File: src/rtl/pb_pkg.sv
package pb_pkg;
    localparam int unsigned OFS_PERIOD  = 'h00;
    localparam int unsigned OFS_FLAG    = 'h04;
    localparam int unsigned OFS_CH_BASE = 'h10;
    localparam int unsigned CH_STRIDE   = 8;
    localparam int unsigned CH_SHIFT    = $clog2(CH_STRIDE);

    typedef enum logic [1:0] {
        SEL_NONE,
        SEL_PERIOD,
        SEL_FLAG,
        SEL_CHAN
    } sel_e;
endpackage

File: src/rtl/pb_timebase.sv
module pb_timebase #(
    parameter int CNT_W = 16
) (
    input  logic             clk,
    input  logic             rst_n,
    input  logic             tick,
    input  logic [CNT_W-1:0] period,
    output logic [CNT_W-1:0] cnt,
    output logic             wrap
);
    typedef struct packed {
        logic [CNT_W-1:0] cnt;
    } tb_state_t;

    tb_state_t state_d, state_q;

    always_comb begin
        state_d = state_q;
        wrap    = tick && (state_q.cnt >= period);
        if (wrap) begin
            state_d.cnt = '0;
        end else if (tick) begin
            state_d.cnt = state_q.cnt + 1'b1;
        end
    end

    always_ff @(posedge clk) begin
        if (!rst_n) begin
            state_q <= '0;
        end else begin
            state_q <= state_d;
        end
    end

    assign cnt = state_q.cnt;

    assert_wrap_to_zero_R1 : assert property (@(posedge clk) disable iff (!rst_n)
        wrap |=> (cnt == '0));

    assert_hold_without_tick_R1 : assert property (@(posedge clk) disable iff (!rst_n)
        !tick |=> $stable(cnt));
endmodule

File: src/rtl/pb_regif.sv
module pb_regif
    import pb_pkg::*;
#(
    parameter int NUM_CH = 16,
    parameter int CNT_W  = 16,
    parameter int ADDR_W = 8
) (
    input  logic                        clk,
    input  logic                        rst_n,
    input  logic                        psel,
    input  logic                        penable,
    input  logic                        pwrite,
    input  logic [ADDR_W-1:0]           paddr,
    input  logic [31:0]                 pwdata,
    output logic [31:0]                 prdata,
    input  logic [NUM_CH-1:0][CNT_W-1:0] rd_rise,
    input  logic [NUM_CH-1:0][CNT_W-1:0] rd_fall,
    output logic [CNT_W-1:0]            period,
    output logic                        buf_mode,
    output logic                        period_wr,
    output logic [NUM_CH-1:0]           wr_rise,
    output logic [NUM_CH-1:0]           wr_fall,
    output logic [CNT_W-1:0]            wdata
);
    typedef struct packed {
        logic [CNT_W-1:0] period;
        logic             buf_mode;
    } regs_t;

    regs_t regs_d, regs_q;
    sel_e              sel;
    logic [ADDR_W-1:0] chan_idx;
    logic              hi_half;
    logic              wr_en;
    logic              unused_wdata_hi;

    assign unused_wdata_hi = ^pwdata[31:CNT_W];

    always_comb begin
        wr_en    = psel && penable && pwrite;
        chan_idx = (paddr - ADDR_W'(OFS_CH_BASE)) >> CH_SHIFT;
        hi_half  = paddr[2];
        sel      = SEL_NONE;
        if (paddr[1:0] == 2'b00) begin
            if (paddr == ADDR_W'(OFS_PERIOD)) begin
                sel = SEL_PERIOD;
            end else if (paddr == ADDR_W'(OFS_FLAG)) begin
                sel = SEL_FLAG;
            end else if ((paddr >= ADDR_W'(OFS_CH_BASE)) && (chan_idx < ADDR_W'(NUM_CH))) begin
                sel = SEL_CHAN;
            end
        end
    end

    always_comb begin
        for (int i = 0; i < NUM_CH; i++) begin
            wr_rise[i] = wr_en && (sel == SEL_CHAN) && (chan_idx == ADDR_W'(i)) && !hi_half;
            wr_fall[i] = wr_en && (sel == SEL_CHAN) && (chan_idx == ADDR_W'(i)) && hi_half;
        end
    end

    always_comb begin
        regs_d = regs_q;
        if (wr_en && (sel == SEL_PERIOD)) begin
            regs_d.period = pwdata[CNT_W-1:0];
        end
        if (wr_en && (sel == SEL_FLAG)) begin
            regs_d.buf_mode = pwdata[0];
        end
    end

    always_comb begin
        prdata = '0;
        case (sel)
            SEL_PERIOD: prdata = 32'(regs_q.period);
            SEL_FLAG:   prdata = {31'b0, regs_q.buf_mode};
            SEL_CHAN: begin
                for (int i = 0; i < NUM_CH; i++) begin
                    if (chan_idx == ADDR_W'(i)) begin
                        prdata = hi_half ? 32'(rd_fall[i]) : 32'(rd_rise[i]);
                    end
                end
            end
            default: prdata = '0;
        endcase
    end

    always_ff @(posedge clk) begin
        if (!rst_n) begin
            regs_q <= '0;
        end else begin
            regs_q <= regs_d;
        end
    end

    assign period    = regs_q.period;
    assign buf_mode  = regs_q.buf_mode;
    assign period_wr = wr_en && (sel == SEL_PERIOD);
    assign wdata     = pwdata[CNT_W-1:0];

    assert_one_strobe_R3 : assert property (@(posedge clk) disable iff (!rst_n)
        $onehot0({wr_rise, wr_fall, period_wr}));

    assert_period_written_R3 : assert property (@(posedge clk) disable iff (!rst_n)
        period_wr |=> (period == $past(pwdata[CNT_W-1:0])));
endmodule

File: src/rtl/pb_chan.sv
module pb_chan #(
    parameter int CNT_W      = 16,
    parameter bit HAS_BUFFER = 1'b1,
    parameter bit IS_DENSITY = 1'b0
) (
    input  logic             clk,
    input  logic             rst_n,
    input  logic             tick,
    input  logic             wrap,
    input  logic             buf_mode,
    input  logic             clear_acc,
    input  logic [CNT_W-1:0] cnt,
    input  logic [CNT_W-1:0] period,
    input  logic             wr_rise,
    input  logic             wr_fall,
    input  logic [CNT_W-1:0] wdata,
    output logic [CNT_W-1:0] rd_rise,
    output logic [CNT_W-1:0] rd_fall,
    output logic             pwm
);
    localparam int ACC_W = CNT_W + 1;

    typedef struct packed {
        logic [CNT_W-1:0] live_rise;
        logic [CNT_W-1:0] live_fall;
        logic [CNT_W-1:0] buf_rise;
        logic [CNT_W-1:0] buf_fall;
        logic [ACC_W-1:0] acc;
        logic             out;
    } chan_t;

    chan_t chan_d, chan_q;
    logic [ACC_W-1:0] acc_nx;
    logic             out_nx;

    generate
        if (IS_DENSITY) begin : g_density
            logic [ACC_W-1:0] modulus;
            logic [ACC_W-1:0] level;
            logic [ACC_W:0]   sum;
            logic             unused_cnt;

            assign unused_cnt = ^cnt;

            always_comb begin
                modulus = {1'b0, period} + ACC_W'(1);
                level   = (chan_q.live_fall > period) ? modulus : {1'b0, chan_q.live_fall};
                sum     = {1'b0, chan_q.acc} + {1'b0, level};
                acc_nx  = chan_q.acc;
                out_nx  = chan_q.out;
                if (clear_acc) begin
                    acc_nx = '0;
                    out_nx = 1'b0;
                end else if (tick) begin
                    if (sum >= {1'b0, modulus}) begin
                        acc_nx = ACC_W'(sum - {1'b0, modulus});
                        out_nx = 1'b1;
                    end else begin
                        acc_nx = sum[ACC_W-1:0];
                        out_nx = 1'b0;
                    end
                end
            end

            assert_acc_in_range_R8 : assert property (@(posedge clk) disable iff (!rst_n)
                chan_q.acc <= {1'b0, period});

            assert_clear_on_period_R9 : assert property (@(posedge clk) disable iff (!rst_n)
                clear_acc |=> ((chan_q.acc == '0) && !pwm));
        end else begin : g_compare
            logic unused_cmp_in;

            assign unused_cmp_in = ^{tick, period, clear_acc};

            always_comb begin
                acc_nx = '0;
                out_nx = (cnt >= chan_q.live_rise) && (cnt < chan_q.live_fall);
            end

            assert_equal_edges_low_R2 : assert property (@(posedge clk) disable iff (!rst_n)
                (chan_q.live_rise == chan_q.live_fall) |=> !pwm);
        end

        if (HAS_BUFFER) begin : g_buffered
            assert_async_write_R5 : assert property (@(posedge clk) disable iff (!rst_n)
                (wr_fall && !buf_mode) |=> (chan_q.live_fall == $past(wdata)));

            assert_hold_between_restarts_R6 : assert property (@(posedge clk) disable iff (!rst_n)
                (buf_mode && !wrap) |=> ($stable(chan_q.live_rise) && $stable(chan_q.live_fall)));

            assert_deferred_write_R7 : assert property (@(posedge clk) disable iff (!rst_n)
                (buf_mode && wrap && wr_rise) |=> (chan_q.live_rise == $past(chan_q.buf_rise)));
        end else begin : g_direct
            assert_direct_write_R4 : assert property (@(posedge clk) disable iff (!rst_n)
                wr_rise |=> (chan_q.live_rise == $past(wdata)));
        end
    endgenerate

    always_comb begin
        chan_d     = chan_q;
        chan_d.acc = acc_nx;
        chan_d.out = out_nx;
        if (HAS_BUFFER) begin
            if (buf_mode && wrap) begin
                chan_d.live_rise = chan_q.buf_rise;
                chan_d.live_fall = chan_q.buf_fall;
            end
            if (wr_rise) begin
                chan_d.buf_rise = wdata;
                if (!buf_mode) begin
                    chan_d.live_rise = wdata;
                end
            end
            if (wr_fall) begin
                chan_d.buf_fall = wdata;
                if (!buf_mode) begin
                    chan_d.live_fall = wdata;
                end
            end
        end else begin
            if (wr_rise) begin
                chan_d.live_rise = wdata;
            end
            if (wr_fall) begin
                chan_d.live_fall = wdata;
            end
            chan_d.buf_rise = '0;
            chan_d.buf_fall = '0;
        end
    end

    always_ff @(posedge clk) begin
        if (!rst_n) begin
            chan_q <= '0;
        end else begin
            chan_q <= chan_d;
        end
    end

    assign rd_rise = HAS_BUFFER ? chan_q.buf_rise : chan_q.live_rise;
    assign rd_fall = HAS_BUFFER ? chan_q.buf_fall : chan_q.live_fall;
    assign pwm     = chan_q.out;
endmodule

File: src/rtl/pwm_bank.sv
module pwm_bank #(
    parameter int              NUM_CH      = 16,
    parameter int              CNT_W       = 16,
    parameter int              ADDR_W      = 8,
    parameter logic [NUM_CH-1:0] BUFFERED_CH = '1,
    parameter logic [NUM_CH-1:0] DENSITY_CH  = '0
) (
    input  logic              clk,
    input  logic              rst_n,
    input  logic              tick,
    input  logic              psel,
    input  logic              penable,
    input  logic              pwrite,
    input  logic [ADDR_W-1:0] paddr,
    input  logic [31:0]       pwdata,
    output logic [31:0]       prdata,
    output logic [NUM_CH-1:0] pwm_out
);
    logic [CNT_W-1:0]             period;
    logic                         buf_mode;
    logic                         period_wr;
    logic [NUM_CH-1:0]            wr_rise;
    logic [NUM_CH-1:0]            wr_fall;
    logic [CNT_W-1:0]             wdata;
    logic [NUM_CH-1:0][CNT_W-1:0] rd_rise;
    logic [NUM_CH-1:0][CNT_W-1:0] rd_fall;
    logic [CNT_W-1:0]             cnt;
    logic                         wrap;

    pb_regif #(
        .NUM_CH (NUM_CH),
        .CNT_W  (CNT_W),
        .ADDR_W (ADDR_W)
    ) u_regif (
        .clk       (clk),
        .rst_n     (rst_n),
        .psel      (psel),
        .penable   (penable),
        .pwrite    (pwrite),
        .paddr     (paddr),
        .pwdata    (pwdata),
        .prdata    (prdata),
        .rd_rise   (rd_rise),
        .rd_fall   (rd_fall),
        .period    (period),
        .buf_mode  (buf_mode),
        .period_wr (period_wr),
        .wr_rise   (wr_rise),
        .wr_fall   (wr_fall),
        .wdata     (wdata)
    );

    pb_timebase #(
        .CNT_W (CNT_W)
    ) u_timebase (
        .clk    (clk),
        .rst_n  (rst_n),
        .tick   (tick),
        .period (period),
        .cnt    (cnt),
        .wrap   (wrap)
    );

    generate
        for (genvar i = 0; i < NUM_CH; i++) begin : g_ch
            pb_chan #(
                .CNT_W      (CNT_W),
                .HAS_BUFFER (BUFFERED_CH[i]),
                .IS_DENSITY (DENSITY_CH[i])
            ) u_chan (
                .clk       (clk),
                .rst_n     (rst_n),
                .tick      (tick),
                .wrap      (wrap),
                .buf_mode  (buf_mode),
                .clear_acc (period_wr),
                .cnt       (cnt),
                .period    (period),
                .wr_rise   (wr_rise[i]),
                .wr_fall   (wr_fall[i]),
                .wdata     (wdata),
                .rd_rise   (rd_rise[i]),
                .rd_fall   (rd_fall[i]),
                .pwm       (pwm_out[i])
            );
        end
    endgenerate

    assert_reset_outputs_low_R10 : assert property (@(posedge clk)
        !rst_n |=> (pwm_out == '0));
endmodule

File: config.mk
export PLATFORM = sky130hd
export DESIGN_NAME = pwm_bank
export DESIGN_NICKNAME = d
export VERILOG_FILES = /design/src/rtl/pb_pkg.sv /design/src/rtl/pb_timebase.sv /design/src/rtl/pb_regif.sv /design/src/rtl/pb_chan.sv /design/src/rtl/pwm_bank.sv
export SDC_FILE = /design/constraint.sdc
export NUM_CORES = 2
export LEC_CHECK = 0
export BUFFER_PORTS_ARGS = -buffer_cell sky130_fd_sc_hd__buf_2
export CAP_MARGIN = 20
export CORE_MARGIN = 5
export CORE_UTILIZATION = 53
export CTS_CLUSTER_DIAMETER = 120
export DETAILED_ROUTE_END_ITERATION = 7
export PLACE_DENSITY_LB_ADDON = 0.08
export SYNTH_ARGS = -nofsm -noshare
export SYNTH_HDL_FRONTEND = slang
export SYNTH_SLANG_ARGS = --single-unit
File: constraint.sdc
create_clock -name clk -period 4.2 [get_ports clk]
set_input_delay 0.42 -clock clk [delete_from_list [all_inputs] [get_ports clk]]
set_output_delay 0.42 -clock clk [all_outputs]
set_load 0.01 [all_outputs]
# [After elaboration in Yosys (flattened, before gate mapping)]
# Index checks and enable logic that the tools add are counted.
[classes] addsub=2 magnitude_cmp=35 n_eq_ne=19 muxes=117 bitwise=1 reduce_logical=77
[ops] op="16-bit two-way mux" count=80
[ops] op="32-bit two-way mux" count=32
[ops] op="16-bit greater-or-equal comparator" count=17
[ops] op="16-bit < comparator" count=16
[ops] op="32-bit one-hot mux with 3 select lines" count=1
[ops] op="1-bit logical AND" count=72
[ops] op="5-bit by 4-bit equality test with 1-bit output (second input constant)" count=8
[ops] op="5-bit by 3-bit equality test with 1-bit output (second input constant)" count=4
[ops] op="16-bit by 1-bit adder with 16-bit output (second input constant)" count=1
[ops] op="8-bit zero test" count=2
[ops] op="5-bit by 2-bit equality test with 1-bit output (second input constant)" count=2
[ops] op="8-bit by 3-bit equality test with 1-bit output (second input constant)" count=1
[ops] op="8-bit by 5-bit greater-or-equal comparator with 1-bit output (second input constant)" count=1
[ops] op="2-bit two-way mux" count=4
[ops] op="8-bit by 5-bit subtractor with 8-bit output (second input constant)" count=1
[ops] op="5-bit by 1-bit equality test with 1-bit output (second input constant)" count=1
[ops] op="5-bit < comparator (second input constant)" count=1
[ops] op="2-bit equality test (second input constant)" count=2
[ops] op="2-bit by 1-bit equality test with 1-bit output (second input constant)" count=1
[ops] op="2-bit zero test" count=1
[ops] op="2-bit OR reduction" count=1
[ops] op="1-bit zero test" count=1
[ops] op="1-bit NOT" count=1
[totals] reg_bits=1073 input_bits=46 out_inout_bits=48 elab_cells=334

# [Depth between registers and ports, before layout]
[depth] word_depth=19 depth_mapped=15 depth_no_buf=9

# [By module]
# Synthesis repeated with hierarchy kept, for this count alone.
[hier_totals] cells_unflattened=7923 area_unflattened_um2=68889.8
[modules_own_cells] mod="pb_chan" n_inst=16 cells_per_inst=426 area_per_inst_um2=3782.4 seq_area_each_um2=1301.2
[modules_own_cells] mod="pb_regif" n_inst=1 cells_per_inst=975 area_per_inst_um2=7213.2 seq_area_each_um2=340.3
[modules_own_cells] mod="pb_timebase" n_inst=1 cells_per_inst=132 area_per_inst_um2=1158.6 seq_area_each_um2=320.3

# [Least setup slack after synthesis]
# OpenSTA, ideal clock, no wires.
[synth_path] kind="in2out" start="input port paddr[4]" end="output port prdata[10]" t_arrival_ps=3122 t_required_ps=3780 path_slack_ps=658 path_stages=13 path_buffers=5 cell_sequence="buf_2 -> inv_2 -> clkbuf_1 -> ha_1 -> clkbuf_1 -> buf_2 -> and4bb_1 -> clkbuf_1 -> a21oi_1 -> o22a_1 -> a211oi_1 -> o21ai_1 -> a221o_1"
[synth_between] elab_chain_len=19 word_cells_on_any_way=46 classes_between="add/sub: 1; order compare: 2; eq/ne: 19; mux: 21; reduce/logical: 3"
[synth_rtl] item="start, declared" line_no="pwm_bank.sv:14" text="input logic [ADDR_W-1:0] paddr,"
[synth_rtl] item="8-bit by 5-bit subtractor with 8-bit output" line_no="pb_regif.sv:41" text="chan_idx = (paddr - ADDR_W'(OFS_CH_BASE)) >> CH_SHIFT;"
[synth_rtl] item="8-bit zero test" line_no="pb_regif.sv:79" text="if (chan_idx == ADDR_W'(i)) begin"
[synth_rtl] item="32-bit two-way mux (16 in a row)" line_no="pb_regif.sv:79"
[synth_rtl] item="32-bit one-hot mux with 3 select lines *" line_no="pb_regif.sv:74" text="case (sel)"
[synth_rtl] item="end, declared" line_no="pwm_bank.sv:16" text="output logic [31:0] prdata,"
# Mark *: on every way between the ends. The rest lies on a longest branch, timed or not.

# [Worst setup path in the final report]
[layout_path] start="input port paddr[4]" end="output port prdata[1]"
# Same word-level chain as after synthesis.

==> parameters.txt <==
Parameter                              Value

Detailed routing
  Router iterations before antenna repair    6
  Remaining antenna violation count    0
  Via count    56400
  Detailed router's first-iteration violation count    6783
  Total routed wirelength    240000 um
  Remaining routing DRC violations    0
  Via-to-Cell Ratio    6.32
  Post-detailed-route wirelength per cell    26.8 um

Synth
  XOR/XNOR Fraction of Synth Area    0.250%
  Area share of and/or/nand/nor cells after synthesis    18.1%
  Most area-consuming cells after synthesis    dfxtp_1, ha_1, nand2_1, mux2i_1, o21ai_0
  Count of mapped cells out of synthesis    7527
  Cell taking the most area after synthesis    dfxtp_1
  Fraction of synthesized area in multiplexers    6.56%
  Number of flops mapped to enable cells by yosys    0
  Main combinational cell family by area after synthesis    compound AO/OA/AOI/OAI gates
  Sequential cell area fraction in the yosys report    36.3%
  Adder and majority gate portion of the synthesized area    10.9%
  FF+latch count, synth    1073
  Yosys synthesis warning count    0
  Dominant register cell in the synthesized netlist    dfxtp_1
  Synth Area in Compound Gates    20.2%
  Cell area after synthesis    59100 um2
  Fraction of registers with async set or reset after synthesis    0%
  Distinct cell type count of the synthesized netlist    81
  Post-synth top area share    36.3%
  Syn Area/Cell    7.85 um2

Setup path
  Family of cells with the greatest summed delay on the critical path    compound AO/OA/AOI/OAI gates
  Count of buffering cells on the critical path with inverters included    7
  Depth of the worst register-to-register path    10
  Cell Chain, Critical Path    buf_2 -> inv_2 -> ha_1 -> buf_4 -> inv_2 -> buf_4 -> nor3_2 -> nand2_2 -> o211ai_1 -> a211oi_1 -> buf_4 -> o21ai_0 -> a221o_1 -> buf_2
  Worst r2r src    u_timebase.cnt[9]$_SDFFE_PP0P_
  End of the worst register-to-register path    g_ch[6].u_chan.chan_q[54]$_SDFF_PN0_
  Worst Path Required    3.78 ns
  Largest incremental delay on the critical path    0.47 ns
  Worst path slowest cell    ha_1
  Worst Path Max Fanout    17
  Number of cells on the critical path    14
  Launching element type of the critical path    primary input
  Reg2reg setup slack    0.74 ns
  Endpoint type of the worst setup path    output pin
  Dominant cell type by count on the critical path    buf_4
  CP Class    primary input to output pin
  Critical path data arrival time    3.76 ns

Clock tree
  Worst-skew pair later-pin latency    0.75 ns
  Hold-fix buffer count after cts    0
  Max Root-Sink Buffers    3
  Clock tree from TritonCTS    done
  Num CTS Buffers    118
  Post-CTS setup repair buffer count    0
  Htree depth    3
  Root Buffer    clkbuf_16
  CTS sink cnt    1073
  Clock-pin slew on the worst setup and hold paths    0.06 ns
  Count of cells resized by post-cts repair    0

Floorplanning
  I/O pin count    94
  Die area    118000 um2
  Standard cell core area    111000 um2
  Die width    344 um
  Vertical die dimension    344 um
  Starting utilization of the core area    53.4%
  Row cnt    122

Placed design
  Port Buffer Count    61
  Detailed Place HPWL    154000 um
  Placed cell area    60900 um2
  Final Wtd Congestion    0.947
  Pre-CTS WS    0.0271 ns

STA
  Count of final setup violators    0
  Max-slew violation total from the final report    0
  Transition time of the tightest slew-check pin    1.26 ns
  Setup Total Neg Slack    0 ns
  Final worst hold slack    0.121 ns
  Total count of hold-check failures in the final report    0
  Part of the cycle the worst path needs    99.5%
  RSZ-0062 raised after global routing    false
  Worst slew margin relative to its limit    15.8%
  Post-route setup slack    0.0223 ns
  Post-route clock skew    0.0324 ns
  Upper clock frequency limit    0.239 GHz
  Final min period    4.18 ns

Worst hold path
  Kind of path behind the tightest hold check    primary input to flop
  Start point of the worst min-delay path    pwdata[7]
  Cell count of the worst hold path    3
  Worst hold path endpoint    g_ch[0].u_chan.rd_fall[7]$_SDFFE_PN0P_

Pwr
  Reported leakage power    25.7 nW
  Worst supply voltage drop on vdd    0.344 mV
  P per Cell Area    348 nW/um2
  Final Power    22.6 mW

Global routing
  Vias in the first global route    51100
  Congestion Overflow GR    0
  Total global routing track utilization    39.0%
  Pin count of the biggest net entering global routing    222
  Wire length of the first global-routing pass    347000 um
  Number of antenna violations at the first check in global routing    10

Cells and area
  Layout fillers    10300
  Fraction of layout instances using a drive strength above 1    8.48%
  Post-route standard cell area excluding fillers    65100 um2
  Synth-to-Final Area Change    10.1%
  Number of nets at the end of the flow    7899

Flow run
  Max-cap check violation count    0

Outcome
  Run status    finished clean
## final cells by class
cell class,instances,area [um2],area share (%)
Antenna cell,6,15.0,0.0231
Clock buffer,172,3510,5.40
Clock inverter,46,614,0.944
Inverter,521,1960,3.02
Multi-Input combinational cell,5331,33200,50.9
Sequential cell,1073,21500,33.1
Tap cell,1488,1860,2.86
Timing Repair Buffer,294,2430,3.73
## layer usage
| layer | vias to the layer above | global-route usage [%] | part of all wire [%] | wire length [um] |
|---|---|---|---|---|
| li1 | 25900 | - | - | - |
| met3 | 573 | 9.23 | 12 | 27700 |
| met1 | 27000 | 54.8 | 42 | 99600 |
| met2 | 3044 | 57.8 | 42 | 100000 |
| met5 | - | 0 | 0.011 | 26 |
| met4 | 4 | 15.6 | 4.9 | 11800 |
## synthesized netlist by cell type (27+ instances only)
cell type / count
clkbuf_1: 446
nand4_1: 35
o21ai_0: 625
inv_1: 519
nand3_1: 36
nor2_1: 713
nand2b_1: 35
buf_4: 43
o22a_1: 27
a21o_1: 107
a211oi_1: 31
mux2i_1: 331
dfxtp_1: 1073
nand2_1: 999
o22ai_1: 46
mux2_2: 44
a31oi_1: 31
a311oi_1: 264
a21oi_1: 617
ha_1: 514
buf_2: 100
nor3_1: 512
## per-stage QoR
step                      utilization (%)  std cells
after floorplan                         -       7542
after detailed placement             55.1       8707
after CTS                            58.8       8925
after global placement               55.0       8705
final                                58.8       8931
after global routing                 58.8       8926
## cells in the final DEF (no fill, tap or decap), types with 14 or more instances in the layout
master	synthesis	layout
a2111oi_0	14	14
a211oi_1	31	31
a21o_1	107	107
a21oi_1	617	617
a221o_1	14	14
a22oi_1	16	16
a311oi_1	264	264
a31oi_1	31	31
buf_12	0	25
buf_2	100	45
buf_4	43	220
bufinv_16	0	14
clkbuf_1	446	23
clkbuf_16	0	122
clkbuf_8	0	27
clkinv_2	0	25
conb_1	1	16
dfxtp_1	1073	1058
ha_1	514	514
inv_1	519	517
mux2_2	44	44
mux2i_1	331	331
nand2_1	999	999
nand2b_1	35	35
nand3_1	36	34
nand4_1	35	35
nor2_1	713	713
nor2_2	14	14
nor2b_1	25	25
nor3_1	512	511
nor3_2	13	14
o2111ai_1	23	23
o211ai_1	22	22
o21ai_0	625	625
o21ai_1	14	14
o22a_1	27	27
o22ai_1	46	46
## where the power goes
part / switching (mW) / total, mW / internal (mW)
Sequential: 0.00366 / 10.2 / 10.2
Clock: 4.56 / 11.2 / 6.63
Combinational: 0.983 / 1.29 / 0.304
Total: 5.54 / 22.6 / 17.1
## logic make-up (layout without fill, tap and decap cells)
logic type,count (synthesis),after routing
flops,1073,1073
compound gates,1938,1938
xor+xnor,16,16
fa+ha+maj,514,514
other cells,1,22
mux,378,378
buf+inv,1138,1033
simple gates,2469,2469
## sequential cells by signal, summed over array words and instances, names as in the netlist
register             count
g_ch.u_chan.chan_q     512
u_timebase.cnt          16
g_ch.u_chan.rd_fall    256
u_regif.period          16
u_regif.buf_mode         1
g_ch.u_chan.pwm         16
g_ch.u_chan.rd_rise    256
## how the worst max path moves through the flow
stage / startpoint / to
2_1_floorplan: paddr[4] / prdata[10]
3_3_place_gp: paddr[4] / prdata[1]
3_5_place_dp: paddr[4] / prdata[1]
4_1_cts: paddr[4] / prdata[1]
5_1_grt: paddr[4] / prdata[14]
6_report: paddr[4] / prdata[1]
## worst reg2reg max path: cells and delay by family, from the launching register on
| kind | cells | cell delay [ns] |
|---|---|---|
| AO/OA/AOI/OAI | 6 | 1.42 |
| adder cells (fa/ha/maj) | 1 | 0.35 |
| buffers and inverters | 2 | 0.78 |
| flip-flops | 1 | 0.70 |
| AND/OR/NAND/NOR | 1 | 0.10 |
Power figures use the tool's default switching activity.
